**config.mk**
```make
export PLATFORM = sky130hd
export DESIGN_NAME = i2c_cmd_seq
export DESIGN_NICKNAME = d
export VERILOG_FILES = /design/src/rtl/i2c_cmd_seq.sv
export SDC_FILE = /design/constraint.sdc
export NUM_CORES = 1
export LEC_CHECK = 0
export ABC_AREA = 1
export BUFFER_PORTS_ARGS = -buffer_cell sky130_fd_sc_hd__buf_2
export CORE_MARGIN = 2
export CORE_UTILIZATION = 30
export CTS_BUF_LIST = sky130_fd_sc_hd__clkbuf_8
export DETAILED_ROUTE_END_ITERATION = 10
export GPL_TIMING_DRIVEN = 0
export HOLD_SLACK_MARGIN = 0.12
export PLACE_DENSITY = 0.57
export SYNTH_ARGS = -nofsm -noshare
export SYNTH_HDL_FRONTEND = slang
export SYNTH_SLANG_ARGS = --single-unit
```
**constraint.sdc**
```tcl
create_clock -name clk -period 3 [get_ports clk]
set_clock_uncertainty 0.15 [all_clocks]
set_input_delay 0.75 -clock clk [delete_from_list [all_inputs] [get_ports clk]]
set_output_delay 0.75 -clock clk [all_outputs]
set_load 0.02 [all_outputs]
```
**src/rtl/i2c_cmd_seq.sv**
```systemverilog
module i2c_cmd_seq #(
  parameter int DEPTH = 8,
  parameter int AW = 8
) (
  input  logic          clk,
  input  logic          rst_n,
  input  logic          bus_wr,
  input  logic          bus_rd,
  input  logic [AW-1:0] bus_addr,
  input  logic [31:0]   bus_wdata,
  output logic [31:0]   bus_rdata,
  output logic          eng_valid,
  input  logic          eng_ready,
  output logic [1:0]    eng_op,
  output logic [9:0]    eng_addr,
  output logic          eng_ten,
  output logic          eng_rd,
  output logic [7:0]    eng_wbyte,
  input  logic          eng_done,
  input  logic          eng_nack,
  input  logic [7:0]    eng_rbyte
);
  localparam int PW = (DEPTH > 1) ? $clog2(DEPTH) : 1;
  localparam int CW = $clog2(DEPTH + 1);
  localparam logic [AW-1:0] A_CTL = AW'(8'h00), A_STAT = AW'(8'h04), A_RXF = AW'(8'h1C),
                            A_RXC = AW'(8'h20), A_TXF = AW'(8'h24), A_DATA = AW'(8'h2C),
                            A_CMD = AW'(8'h30);
  localparam logic [1:0] OP_ADDR = 2'd0, OP_WR = 2'd1, OP_RD = 2'd2, OP_STOP = 2'd3;
  localparam logic [1:0] P_NONE = 2'd0, P_RST = 2'd1, P_STOP = 2'd2;

  typedef enum logic [2:0] {S_IDLE, S_READY, S_WADDR, S_READ, S_RBUF, S_WRITE} st_t;

  st_t         st;
  logic        en, sea, wait_q, dir_q;
  logic [1:0]  op_q, pend, hi_q;
  logic [7:0]  rxcnt;
  logic [8:0]  remain;
  logic        f_done, f_stop, f_to;

  logic [7:0]  tx_mem [DEPTH];
  logic [7:0]  rx_mem [DEPTH];
  logic [PW-1:0] tx_rp, tx_wp, rx_rp, rx_wp;
  logic [CW-1:0] tx_n, rx_n;

  logic unused_hi;
  assign unused_hi = ^bus_wdata[31:11];

  wire tx_empty = (tx_n == '0);
  wire tx_full  = (tx_n == CW'(DEPTH));
  wire rx_empty = (rx_n == '0);
  wire rx_full  = (rx_n == CW'(DEPTH));
  wire busy     = (st != S_IDLE);
  wire [7:0] tx_head = tx_mem[tx_rp];

  wire ctl_wr   = bus_wr && bus_addr == A_CTL;
  wire stat_wr  = bus_wr && bus_addr == A_STAT;
  wire rxcnt_wr = bus_wr && bus_addr == A_RXC;
  wire cmd_wr   = bus_wr && bus_addr == A_CMD;
  wire data_wr  = bus_wr && bus_addr == A_DATA && en;
  wire data_rd  = bus_rd && bus_addr == A_DATA && en;
  wire draining = (st == S_READ) || (st == S_RBUF);

  wire do_start = cmd_wr && en && bus_wdata[0] && !busy;
  wire do_stop  = cmd_wr && en && bus_wdata[2];
  wire do_rst   = cmd_wr && en && bus_wdata[1] && !bus_wdata[2];

  wire res      = wait_q && eng_done;
  wire addr_res = res && op_q == OP_ADDR && (st == S_READY || st == S_WADDR);
  wire nack_abort = addr_res && eng_nack;
  wire sea_take = !wait_q && st == S_READY && pend == P_NONE && sea && !tx_empty;

  logic       iss;
  logic [1:0] i_op;
  logic [9:0] i_addr;
  logic       i_ten, i_rd;

  always_comb begin
    iss = 1'b0; i_op = OP_ADDR; i_addr = '0; i_ten = 1'b0; i_rd = 1'b0;
    if (!wait_q) begin
      case (st)
        S_READY: if (pend == P_STOP) begin iss = 1'b1; i_op = OP_STOP; end
                 else if (pend == P_NONE && !sea && !tx_empty) begin
                   iss = 1'b1; i_addr = {3'b000, tx_head[7:1]}; i_rd = tx_head[0];
                 end
        S_WADDR: if (pend == P_STOP) begin iss = 1'b1; i_op = OP_STOP; end
                 else if (pend == P_NONE && !tx_empty) begin
                   iss = 1'b1; i_addr = {hi_q, tx_head}; i_ten = 1'b1; i_rd = dir_q;
                 end
        S_READ:  if (pend == P_STOP) begin iss = 1'b1; i_op = OP_STOP; end
                 else if (pend == P_NONE && remain != '0 && !rx_full) begin
                   iss = 1'b1; i_op = OP_RD;
                 end
        S_RBUF:  if (pend == P_STOP) begin iss = 1'b1; i_op = OP_STOP; end
        S_WRITE: if (pend != P_NONE && !tx_empty) begin iss = 1'b1; i_op = OP_WR; end
                 else if (pend == P_STOP) begin iss = 1'b1; i_op = OP_STOP; end
        default: ;
      endcase
    end
  end

  assign eng_valid = iss;
  assign eng_op    = i_op;
  assign eng_addr  = i_addr;
  assign eng_ten   = i_ten;
  assign eng_rd    = i_rd;
  assign eng_wbyte = tx_head;

  wire fire    = iss && eng_ready;
  wire tx_pop  = (fire && (i_op == OP_ADDR || i_op == OP_WR)) || sea_take;
  wire tx_push = data_wr && !draining && !tx_full;
  wire tx_clr  = nack_abort || (bus_wr && bus_addr == A_TXF && bus_wdata[7]);
  wire rx_push = res && op_q == OP_RD && st == S_READ && !rx_full;
  wire rx_pop  = data_rd && !rx_empty;
  wire rx_clr  = bus_wr && bus_addr == A_RXF && bus_wdata[7];

  always_ff @(posedge clk or negedge rst_n) begin
    if (!rst_n) begin
      tx_rp <= '0; tx_wp <= '0; tx_n <= '0;
    end else if (tx_clr) begin
      tx_rp <= '0; tx_wp <= '0; tx_n <= '0;
    end else begin
      if (tx_push) begin tx_mem[tx_wp] <= bus_wdata[7:0]; tx_wp <= PW'((tx_wp + 1'b1) % DEPTH); end
      if (tx_pop) tx_rp <= PW'((tx_rp + 1'b1) % DEPTH);
      tx_n <= tx_n + CW'(tx_push) - CW'(tx_pop);
    end
  end

  always_ff @(posedge clk or negedge rst_n) begin
    if (!rst_n) begin
      rx_rp <= '0; rx_wp <= '0; rx_n <= '0;
    end else if (rx_clr) begin
      rx_rp <= '0; rx_wp <= '0; rx_n <= '0;
    end else begin
      if (rx_push) begin rx_mem[rx_wp] <= eng_rbyte; rx_wp <= PW'((rx_wp + 1'b1) % DEPTH); end
      if (rx_pop) rx_rp <= PW'((rx_rp + 1'b1) % DEPTH);
      rx_n <= rx_n + CW'(rx_push) - CW'(rx_pop);
    end
  end

  always_ff @(posedge clk or negedge rst_n) begin
    if (!rst_n) begin
      st <= S_IDLE; en <= 1'b0; sea <= 1'b0; wait_q <= 1'b0; dir_q <= 1'b0;
      op_q <= OP_ADDR; pend <= P_NONE; hi_q <= '0; rxcnt <= '0; remain <= '0;
      f_done <= 1'b0; f_stop <= 1'b0; f_to <= 1'b0;
    end else begin
      if (stat_wr) begin
        if (bus_wdata[8]) f_done <= 1'b0;
        if (bus_wdata[9]) f_stop <= 1'b0;
        if (bus_wdata[10]) f_to <= 1'b0;
      end
      if (rxcnt_wr) rxcnt <= bus_wdata[7:0];
      if (data_rd && rx_empty) f_done <= 1'b1;

      if (eng_done) wait_q <= 1'b0;
      if (fire) begin
        wait_q <= 1'b1;
        op_q <= i_op;
        if (i_op == OP_ADDR) dir_q <= i_rd;
      end
      if (sea_take) begin
        st <= S_WADDR; hi_q <= tx_head[2:1]; dir_q <= tx_head[0];
      end

      if (addr_res) begin
        if (eng_nack) begin
          f_to <= 1'b1; st <= S_IDLE; pend <= P_NONE;
        end else begin
          st <= dir_q ? S_READ : S_WRITE;
          remain <= (rxcnt == 8'd0) ? 9'd256 : {1'b0, rxcnt};
        end
      end
      if (rx_push) begin
        remain <= remain - 9'd1;
        if (remain == 9'd1) st <= S_RBUF;
      end
      if (res && op_q == OP_STOP && busy) begin
        st <= S_IDLE; pend <= P_NONE; f_stop <= 1'b1; f_done <= 1'b1;
      end

      if (!wait_q && pend == P_RST && busy && !(st == S_WRITE && !tx_empty)) begin
        st <= S_READY; pend <= P_NONE;
        if (st == S_WRITE) f_done <= 1'b1;
      end

      if (cmd_wr) sea <= bus_wdata[7];
      if (do_start) begin st <= S_READY; pend <= P_NONE; end
      if (busy) begin
        if (do_stop) pend <= P_STOP;
        else if (do_rst && pend != P_STOP) pend <= P_RST;
      end else if (do_stop) begin
        f_stop <= 1'b1; f_done <= 1'b1;
      end

      if (ctl_wr) begin
        en <= bus_wdata[0]; st <= S_IDLE; pend <= P_NONE;
      end
    end
  end

  always_ff @(posedge clk or negedge rst_n) begin
    if (!rst_n) bus_rdata <= '0;
    else if (bus_rd) begin
      case (bus_addr)
        A_CTL:  bus_rdata <= {31'd0, en};
        A_STAT: bus_rdata <= {21'd0, f_to, f_stop, f_done, 2'b00, busy, tx_full, tx_empty,
                              rx_full, rx_empty, busy};
        A_RXC:  bus_rdata <= (32'(rx_n) << 8) | {24'd0, rxcnt};
        A_RXF:  bus_rdata <= 32'(rx_n) << 8;
        A_TXF:  bus_rdata <= 32'(tx_n) << 8;
        A_DATA: bus_rdata <= (en && !rx_empty) ? {24'd0, rx_mem[rx_rp]} : 32'd0;
        A_CMD:  bus_rdata <= {24'd0, sea, 6'd0, busy};
        default: bus_rdata <= '0;
      endcase
    end
  end
endmodule

```
# Word-level counts from Yosys, hierarchy flattened
# Memories as Yosys holds them, arrays and structs flattened.
# Index checks and enable logic that the tools add are counted.
[word_totals]
output_inout_bits = 55
n_memories = 2
reg_bits = 85
ram_bits = 128
inputBits = 55
[memory_table]
columns = ["memory", "depth", "width", "rd", "rd_clocked_by_memory_dff", "wr", "line_no", "source"]
rows = [
  ["rx_mem", 8, 8, 1, 0, 1, "41", "logic [7:0] rx_mem [DEPTH];"],
  ["tx_mem", 8, 8, 1, 0, 1, "40", "logic [7:0] tx_mem [DEPTH];"],
]
[op_classes]
n_bitwise = 1
reduce_logical = 87
n_mux = 94
n_eq_ne = 21
add_sub_neg = 9
[op_table]
columns = ["op", "n"]
rows = [
  ["12-bit case mux with 7 select lines", 1],
  ["3-bit 2-to-1 mux", 18],
  ["1-bit logical AND", 51],
  ["1-bit 2-to-1 mux", 45],
  ["9-bit 2-to-1 mux", 4],
  ["8-bit by 6-bit == test with 1-bit output (second input constant)", 4],
  ["10-bit 2-to-1 mux", 3],
  ["2-bit 2-to-1 mux", 14],
  ["10-bit case mux with 2 select lines", 1],
  ["2-bit nonzero test", 9],
  ["8-bit zero test", 2],
  ["7-bit 2-to-1 mux", 2],
  ["3-bit by 1-bit adder with 3-bit output (second input constant)", 4],
  ["12-bit by 8-bit OR with 12-bit output", 1],
  ["1-bit zero test", 10],
  ["9-bit by 1-bit == test with 1-bit output (second input constant)", 1],
  ["9-bit nonzero test", 1],
  ["9-bit by 1-bit subtractor with 9-bit output (second input constant)", 1],
  ["4-bit by 1-bit adder with 4-bit output", 2],
  ["4-bit == test (second input constant)", 2],
  ["8-bit by 3-bit == test with 1-bit output (second input constant)", 1],
  ["8-bit by 5-bit == test with 1-bit output (second input constant)", 1],
  ["4-bit zero test", 2],
  ["4-bit 2-to-1 mux", 2],
  ["17 further kinds", 30],
]

# Longest topological paths before layout
# Gate-level depths: netlist of run 1.
[depth]
depth_word = 13
ltp_mapped = 18

# Least setup slack after synthesis of run 1
# Ideal clock, no wire load.
[synth_path]
path_type = "register -> register"
startpoint = "reg tx_n[2]"
endpoint = "reg tx_n[2]"
path_stages_with_launch = 18
t_arrival_ns = 2.449
synth_period_minus_slack_ns = 2.719
setup_slack_ns = 0.281
setup_ns = 0.120
n_path_buf = 0
cell_sequence = "dfrtp_1 -> inv_1 -> ha_1 -> nand3_1 -> nand2_1 -> nor2_1 -> nor2_1 -> nand2_1 -> nand2_2 -> nand2_4 -> nand3_4 -> nand2_4 -> ha_1 -> inv_1 -> ha_1 -> fa_1 -> xnor2_1 -> nor2_1"
[synth_via]
elab_chain_len = 12
[synth_lines]
columns = ["item", "line_no", "source"]
rows = [
  ["start: declaration", "43", "logic [CW-1:0] tx_n, rx_n;"],
  ["start signal: assignment", "124", "tx_n <= tx_n + CW'(tx_push) - CW'(tx_pop);"],
  ["4-bit zero test (*)", "48", "wire tx_empty = (tx_n == '0);"],
  ["1-bit zero test (*)", "82, 86, 94", ""],
  ["1-bit logical AND, on equally long branches", "86, 82", ""],
  ["1-bit 2-to-1 mux, on equally long branches", "86, 82", ""],
  ["1-bit 2-to-1 mux, on equally long branches", "85, 81", ""],
  ["1-bit case mux with 5 select lines (*)", "80", "case (st)"],
  ["1-bit 2-to-1 mux (*)", "79", "if (!wait_q) begin"],
  ["named net eng_valid", "12", "output logic eng_valid,"],
  ["1-bit logical AND (*)", "108", "wire fire = iss && eng_ready;"],
  ["1-bit logical AND (*)", "109", "wire tx_pop = (fire && (i_op == OP_ADDR || i_op == OP_WR)) || sea_take;"],
  ["1-bit logical OR (*)", "109", ""],
  ["4-bit by 1-bit subtractor with 4-bit output (*)", "124", ""],
  ["4-bit 2-to-1 mux (*)", "119", "end else if (tx_clr) begin"],
]
# Mark *: on every way through the listed nets, which the timed path passes. The rest lies on a longest branch.
# A chain may end at the register's enable or synchronous reset.

# Worst setup path in the final report of run 1
[layout_path]
startpoint = "reg tx_rp[0]"
endpoint = "out eng_addr[4]"
[layout_via]
elab_chain_len = 5
[layout_lines]
columns = ["item", "line_no", "source"]
rows = [
  ["start: declaration", "42", "logic [PW-1:0] tx_rp, tx_wp, rx_rp, rx_wp;"],
  ["start signal: assignment", "123", "if (tx_pop) tx_rp <= PW'((tx_rp + 1'b1) % DEPTH);"],
  ["memory 8 x 8 bit (*)", "--", ""],
  ["10-bit 2-to-1 mux or 7-bit 2-to-1 mux (tied branches)", "86, 82", ""],
  ["10-bit 2-to-1 mux or 7-bit 2-to-1 mux (tied branches)", "85, 81", ""],
  ["10-bit case mux with 2 select lines (*)", "80", ""],
  ["10-bit 2-to-1 mux (*)", "79", ""],
  ["end: declaration", "15", "output logic [9:0] eng_addr,"],
]
# Every way passes the cells marked *; elsewhere a longest branch is shown, timed or not.

==> impl_metrics.env, run 1 <==
export IMPL_mappedNetlistArea_sq_um=9281
export IMPL_peakVddDrop_mv=0.3388
export IMPL_gp_congestion=0.8634
export IMPL_antenna_found_initial=0
export IMPL_cts_clk_slew_worst_paths_ps=110
export IMPL_hold_viol_final=0
export IMPL_critPathLaunchType="flip-flop"
export IMPL_end_kind="output port"
export IMPL_tightest_slew_ps=866.3
export IMPL_combPwrFrac_pct=38.3
export IMPL_fillers=3081
export IMPL_h_tree_depth=4
export IMPL_io_pins=110
export IMPL_power_internal_mw=4.988
export IMPL_clk_latency_ps=480
export IMPL_cts_sinks=193
export IMPL_use_met1_pct=19.93
export IMPL_layout_cells_non_filler=1479
export IMPL_regArea_sq_um=5473
export IMPL_wl_um=24250
export IMPL_maxSlewViolCount=0
export IMPL_drc=0
export IMPL_cp_data_required_time_ps=2100
export IMPL_cts_made_buffers=17
export IMPL_rsz0062_at_grt="true"
export IMPL_maxCapViolCount=0
export IMPL_p_leak_nw=4.599
export IMPL_grt_total_usage_pct=14.86
export IMPL_ys_seq_area_share_pct=58.94
export IMPL_ys_ff_latch=193
export IMPL_reg2reg_slack_ps=110
export IMPL_worstSetupPathType="reg2out"
export IMPL_nets=1146
export IMPL_synth_area_per_cell_sq_um=9.832
export IMPL_p_clk_share_pct=21.0
export IMPL_min_path_type="in2async"
export IMPL_grt_pass1_wl_um=37390
export IMPL_multi_input_area_sq_um=3405
export IMPL_finalSetupViolCount=0
export IMPL_slew_headroom_pct=42.03
export IMPL_cts_tree="yes"
export IMPL_worstPathArrival_ps=2080
export IMPL_numPortBuffers=67
export IMPL_p_per_area_nw_per_um2=736.7
export IMPL_switching_share_pct=38.63
export IMPL_met2_usage_pct=24.58
export IMPL_areaGrowthSynthToFinish_pct=18.86
export IMPL_ys_flop_type="edfxtp_1"
export IMPL_place_inst=1426
export IMPL_detail_route_antenna_nets=0
export IMPL_dieHeight_um=179.9
export IMPL_pwr_share_seq_pct=40.7
export IMPL_status="finished, final reports clean"
export IMPL_drt_initial_drc_count=481
export IMPL_max_freq_ghz=0.3358
export IMPL_grt_overflow_total=0
export IMPL_power_mw=8.127
export IMPL_yosys_warnings=0
export IMPL_row_count=64
export IMPL_num_vias=7071
export IMPL_drt_pass1_iterations=5
export IMPL_p_sw_mw=3.139
export IMPL_top_usage_layer="met2"
export IMPL_grt_pass1_vias=6730
export IMPL_grt_max_degree=67
export IMPL_die_area_sq_um=32360
export IMPL_fin_crit_ps=2978
export IMPL_hpwl_um=16570
export IMPL_root_buffer="clkbuf_8"
export IMPL_crit_fanout=10
export IMPL_fp_coreArea_sq_um=30510
export IMPL_final_layout_size_suffix_gt1_share_pct=22.90
export IMPL_antenna_cells=0
export IMPL_initial_core_util_pct=30.42
export IMPL_ys_types=48
export IMPL_wl_per_cell_um=16.39
export IMPL_via_per_inst=4.781
export IMPL_period_share_pct=99.25
export IMPL_die_x_um=179.9
export IMPL_async_flop_share_pct=33.68
export IMPL_met3_usage_pct=2.836
export IMPL_syn_inst=944
export IMPL_clockBufferDepth=2
export IMPL_synth_edf_count=128
[cell usage after synthesis, drive strengths merged, types with 7 or more instances]
cell type,count,share of area [%]
inv,97,3.9
nor2,120,5.2
nand4,7,0.47
o221ai,10,0.94
buf,31,2.2
nand3,58,3.4
nand2,177,7.8
o21ai,83,4.5
dfrtp,65,18
nor3,19,1.3
a21oi,49,2.7
o311ai,7,0.66
ha,19,2.6
o211ai,11,0.89
o22ai,10,0.67
edfxtp,128,41
clkbuf,19,0.77
[critical path, cell delays in order (launching register included)]
cell and delay (ps):
dfrtp_2 480, buf_4 200, o21ai_0 190, o22ai_1 120, o21ai_1 200, inv_1 100, nand2_1 90, a21oi_2 50
buf_4 180
[metal layers]
metal | up-vias | routed length (um)
met3 | 30 | 1348
met1 | 3408 | 10890
met4 | 0 | 363
li1 | 3448 | -
met2 | 185 | 11640
met5 | - | 0
[layout by cell type (no fill, tap or decap), types with 9 or more instances in the layout]
cell type    n
conb_1      20
nand2_1    162
inv_1       78
clkbuf_8    19
a21oi_1     44
nor3_1      15
buf_4       51
inv_2       17
dfrtp_1     63
o22ai_1      9
nor2_2      17
clkbuf_1    15
nand3_1     52
o211ai_1    11
o21ai_0     72
buf_2       59
edfxtp_1   128
ha_1        17
nor2_1      96
[final cells by class]
cell class | count | share of cell area (%)
plain buffers | 49 | 3.153
clock buffers | 17 | 2.121
clock inverters | 15 | 1.316
inverters | 98 | 3.403
multi-input cells | 622 | 30.86
flip-flops and latches | 193 | 49.61
well taps | 396 | 4.491
repair buffers | 89 | 5.047
[per-stage QoR]
stage | hold WS, ps | util (%) | TNS [ps] | area, sq um | setup slack, ps
2_1_floorplan | 292.2 | - | 0 | 9353 | 281.4
3_3_place_gp | 312.5 | 33.38 | -105870 | 10180 | -918.0
3_5_place_dp | 318.6 | 33.39 | -46210 | 10190 | -478.4
4_1_cts | 242.6 | 35.31 | -62.25 | 10770 | -23.22
5_1_grt | 134.7 | 36.16 | -683.2 | 11030 | -94.13
6_report | 101.9 | 36.16 | 0 | 11030 | 22.41
[power by group through the flow]
| stage | Combinational [mW] | Clock [mW] | Sequential (mW) |
|---|---|---|---|
| after floorplan | 1.80 | 0 | 3.29 |
| after detailed placement | 2.49 | 0 | 3.34 |
| after CTS | 2.77 | 1.74 | 3.30 |
| after global routing | 3.45 | 1.86 | 3.34 |
| after global placement | 2.45 | 0 | 3.34 |
| final | 3.11 | 1.71 | 3.31 |
[cell families (layout without fill, tap and decap cells)]
family          after synthesis  after routing  share of synthesized area (%)
flops                       193            193                          58.94
compound gates              182            182                          11.34
buf+inv                     148            268                          6.942
other cells                   1             20                        0.04040
mux                           1              1                         0.1213
simple gates                392            392                          19.06
fa+ha+maj                    21             21                          2.993
xor+xnor                      6              6                         0.5662
[registers in the layout (all words and copies together) (netlist names), 3 cells and up]
signal	flops
bus_rdata	12
rx_mem	64
tx_rp	3
st	3
tx_wp	3
tx_n	4
tx_mem	64
remain	9
rx_n	4
rx_rp	3
rx_wp	3
rxcnt	8
[final timing paths]
path / depth (start not counted) / to / from
min reg2reg: 2 / hi_q[0] / hi_q[0]
max reg2reg: 18 / tx_n[1] / tx_n[2]
min: 1 / dir_q / rst_n
max in group asynchronous: 2 / wait_q / rst_n
max: 8 / eng_addr[4] / tx_rp[0]
min in group clk: 2 / wait_q / eng_done
[repair_timing]
item                                    4_1_cts  5_1_grt
endpoints found under the hold margin         0        2
pin swaps                                    11       13
hold buffers                                  0        1
endpoints found under the setup margin       20      110
gates resized for setup                      53       55
cloned                                        2        0
setup buffers                                 8       11
Power figures use the tool's default switching activity.
==> run 2, diff against run 1 <==
GPL_TIMING_DRIVEN = 1   (was 0)
HOLD_SLACK_MARGIN = 0.08   (was 0.12)
==> run 2 against run 1 <==
Net effect: via count decreased by 2.1%; sequential power about the same; largest cell class unchanged; critical endpoint is now eng_addr[5]; worst setup slack improved by 54 ps.
==> impl_metrics.env, run 2 (same netlist as run 1, synthesis figures left out) <==
export IMPL_status="finished, final reports clean"
export IMPL_cts_tree="yes"
export IMPL_min_path_type="reg2reg"
export IMPL_grt_pass1_vias=6605
export IMPL_numPortBuffers=68
export IMPL_maxCapViolCount=0
export IMPL_antenna_found_initial=0
export IMPL_pwr_share_seq_pct=40.4
export IMPL_tightest_slew_ps=847.6
export IMPL_period_share_pct=97.44
export IMPL_detail_route_antenna_nets=0
export IMPL_root_buffer="clkbuf_8"
export IMPL_finalSetupViolCount=0
export IMPL_max_freq_ghz=0.3421
export IMPL_p_clk_share_pct=23.2
export IMPL_cts_clk_slew_worst_paths_ps=110
export IMPL_die_x_um=179.9
export IMPL_dieHeight_um=179.9
export IMPL_clk_latency_ps=490
export IMPL_peakVddDrop_mv=0.2882
export IMPL_drc=0
export IMPL_cts_made_buffers=17
export IMPL_most_common_layout_cells="161 x nand2_1, 128 x edfxtp_1, 107 x nor2_1"
export IMPL_maxSlewViolCount=0
export IMPL_via_per_inst=4.704
export IMPL_p_sw_mw=3.228
export IMPL_nets=1139
export IMPL_hold_ws_ps=341.0
export IMPL_antenna_cells=0
export IMPL_io_pins=110
export IMPL_h_tree_depth=4
export IMPL_final_common_cell="nand2_1"
export IMPL_die_area_sq_um=32360
export IMPL_areaGrowthSynthToFinish_pct=19.06
export IMPL_cp_data_required_time_ps=2100
export IMPL_power_internal_mw=4.943
export IMPL_combPwrFrac_pct=36.4
export IMPL_hold_viol_final=0
export IMPL_place_inst=1425
export IMPL_reg_largest_list="rx_mem x64, tx_mem x64, bus_rdata x12"
export IMPL_crit_fanout=8
export IMPL_final_layout_size_suffix_gt1_share_pct=22.86
export IMPL_end_kind="output port"
export IMPL_p_leak_nw=4.644
export IMPL_grt_max_degree=36
export IMPL_grt_total_usage_pct=14.25
export IMPL_fin_crit_ps=2923
export IMPL_grt_pass1_wl_um=36260
export IMPL_clockBufferDepth=2
export IMPL_worstSetupPathType="reg2out"
export IMPL_slew_headroom_pct=43.43
export IMPL_row_count=64
export IMPL_rsz0062_at_grt="true"
export IMPL_drt_pass1_iterations=5
export IMPL_critPathLaunchType="flip-flop"
export IMPL_initial_core_util_pct=30.42
export IMPL_cts_sinks=193
export IMPL_hpwl_um=16210
export IMPL_wl_per_cell_um=15.83
export IMPL_fp_coreArea_sq_um=30510
export IMPL_num_vias=6925
export IMPL_p_per_area_nw_per_um2=739.4
export IMPL_gp_congestion=0.8615
export IMPL_worstPathArrival_ps=2020
export IMPL_grt_overflow_total=0
export IMPL_switching_share_pct=39.50
export IMPL_layout_cells_non_filler=1472
export IMPL_wl_um=23300
export IMPL_drt_initial_drc_count=490
==> run 2: cell count changes in the layout (fill, tap and decap cells not counted), sizes merged <==
cell	delta
clkinvlp	-1
clkinv	+1
buf	+10
clkbuf	-17
inv	+1
bufinv	-1
==> run 2: layout make-up <==
cell class                      count  area, sq um
Tap cell                          396        495.5
Sequential cell                   193         5474
Multi-Input combinational cell    622         3358
Fill cell                        3021        19460
Clock inverter                     15        224.0
Clock buffer                       17        234.0
Inverter                           98        372.9
Timing Repair Buffer              131        892.1
==> run 2: path summary, 6_finish.rpt <==
check | slack [ps] | depth (start not counted) | start | endpoint
min in group asynchronous | 520 | 2 | rst_n | tx_rp[1]
hold / removal | 340 | 2 | hi_q[0] | hi_q[0]
setup / recovery | 80 | 9 | tx_rp[0] | eng_addr[5]
hold reg to reg | 340 | 2 | hi_q[0] | hi_q[0]
setup reg to reg | 150 | 17 | tx_n[2] | tx_n[2]
max in group asynchronous | 1470 | 3 | rst_n | bus_rdata[3]
==> run 2: per-layer routing <==
metal  vias up  wire length, um  track usage, %
met2       160            11250           23.56
li1       3429                -               -
met3        15             1276           2.613
met5         -                0               0
met4         0              229           3.512
met1      3321            10540           19.36
==> run 2: repair_timing <==
action                     CTS  global route
hold endpoints to repair     5             0
gates resized for setup     10            68
setup endpoints to repair   10            15
setup buffers                2            10
pin swaps                    2            15
cloned                       0             2
hold buffers                 1             0
==> run 2: worst max-delay path: stages, from the launching register on <==
cell	delay, ps
dfrtp_2	450
clkinv_4	120
buf_6	160
o21ai_0	140
o22ai_1	110
o21ai_2	210
inv_2	70
nand2_1	70
a21oi_2	60
buf_4	160
==> run 2: power groups by stage <==
stage	combinational, mW	clock [mW]	sequential (mW)
global placement	2.50	0	3.34
global route	3.32	2.05	3.33
CTS	2.59	1.94	3.29
finish	2.98	1.89	3.30
detailed placement	2.53	0	3.34
floorplan	1.80	0	3.29
==> run 2: metrics by stage <==
step	utilization [%]	power (mW)	setup WS (ps)	setup TNS, ps	cell area, sq um
finish	36.22	8.171	76.77	0	11050
global route	36.22	8.699	-57.86	-312.2	11050
CTS	35.35	7.827	11.89	0	10780
detailed placement	33.68	5.870	67.63	0	10270
global placement	33.68	5.833	84.22	0	10270
floorplan	-	5.092	281.4	0	9353
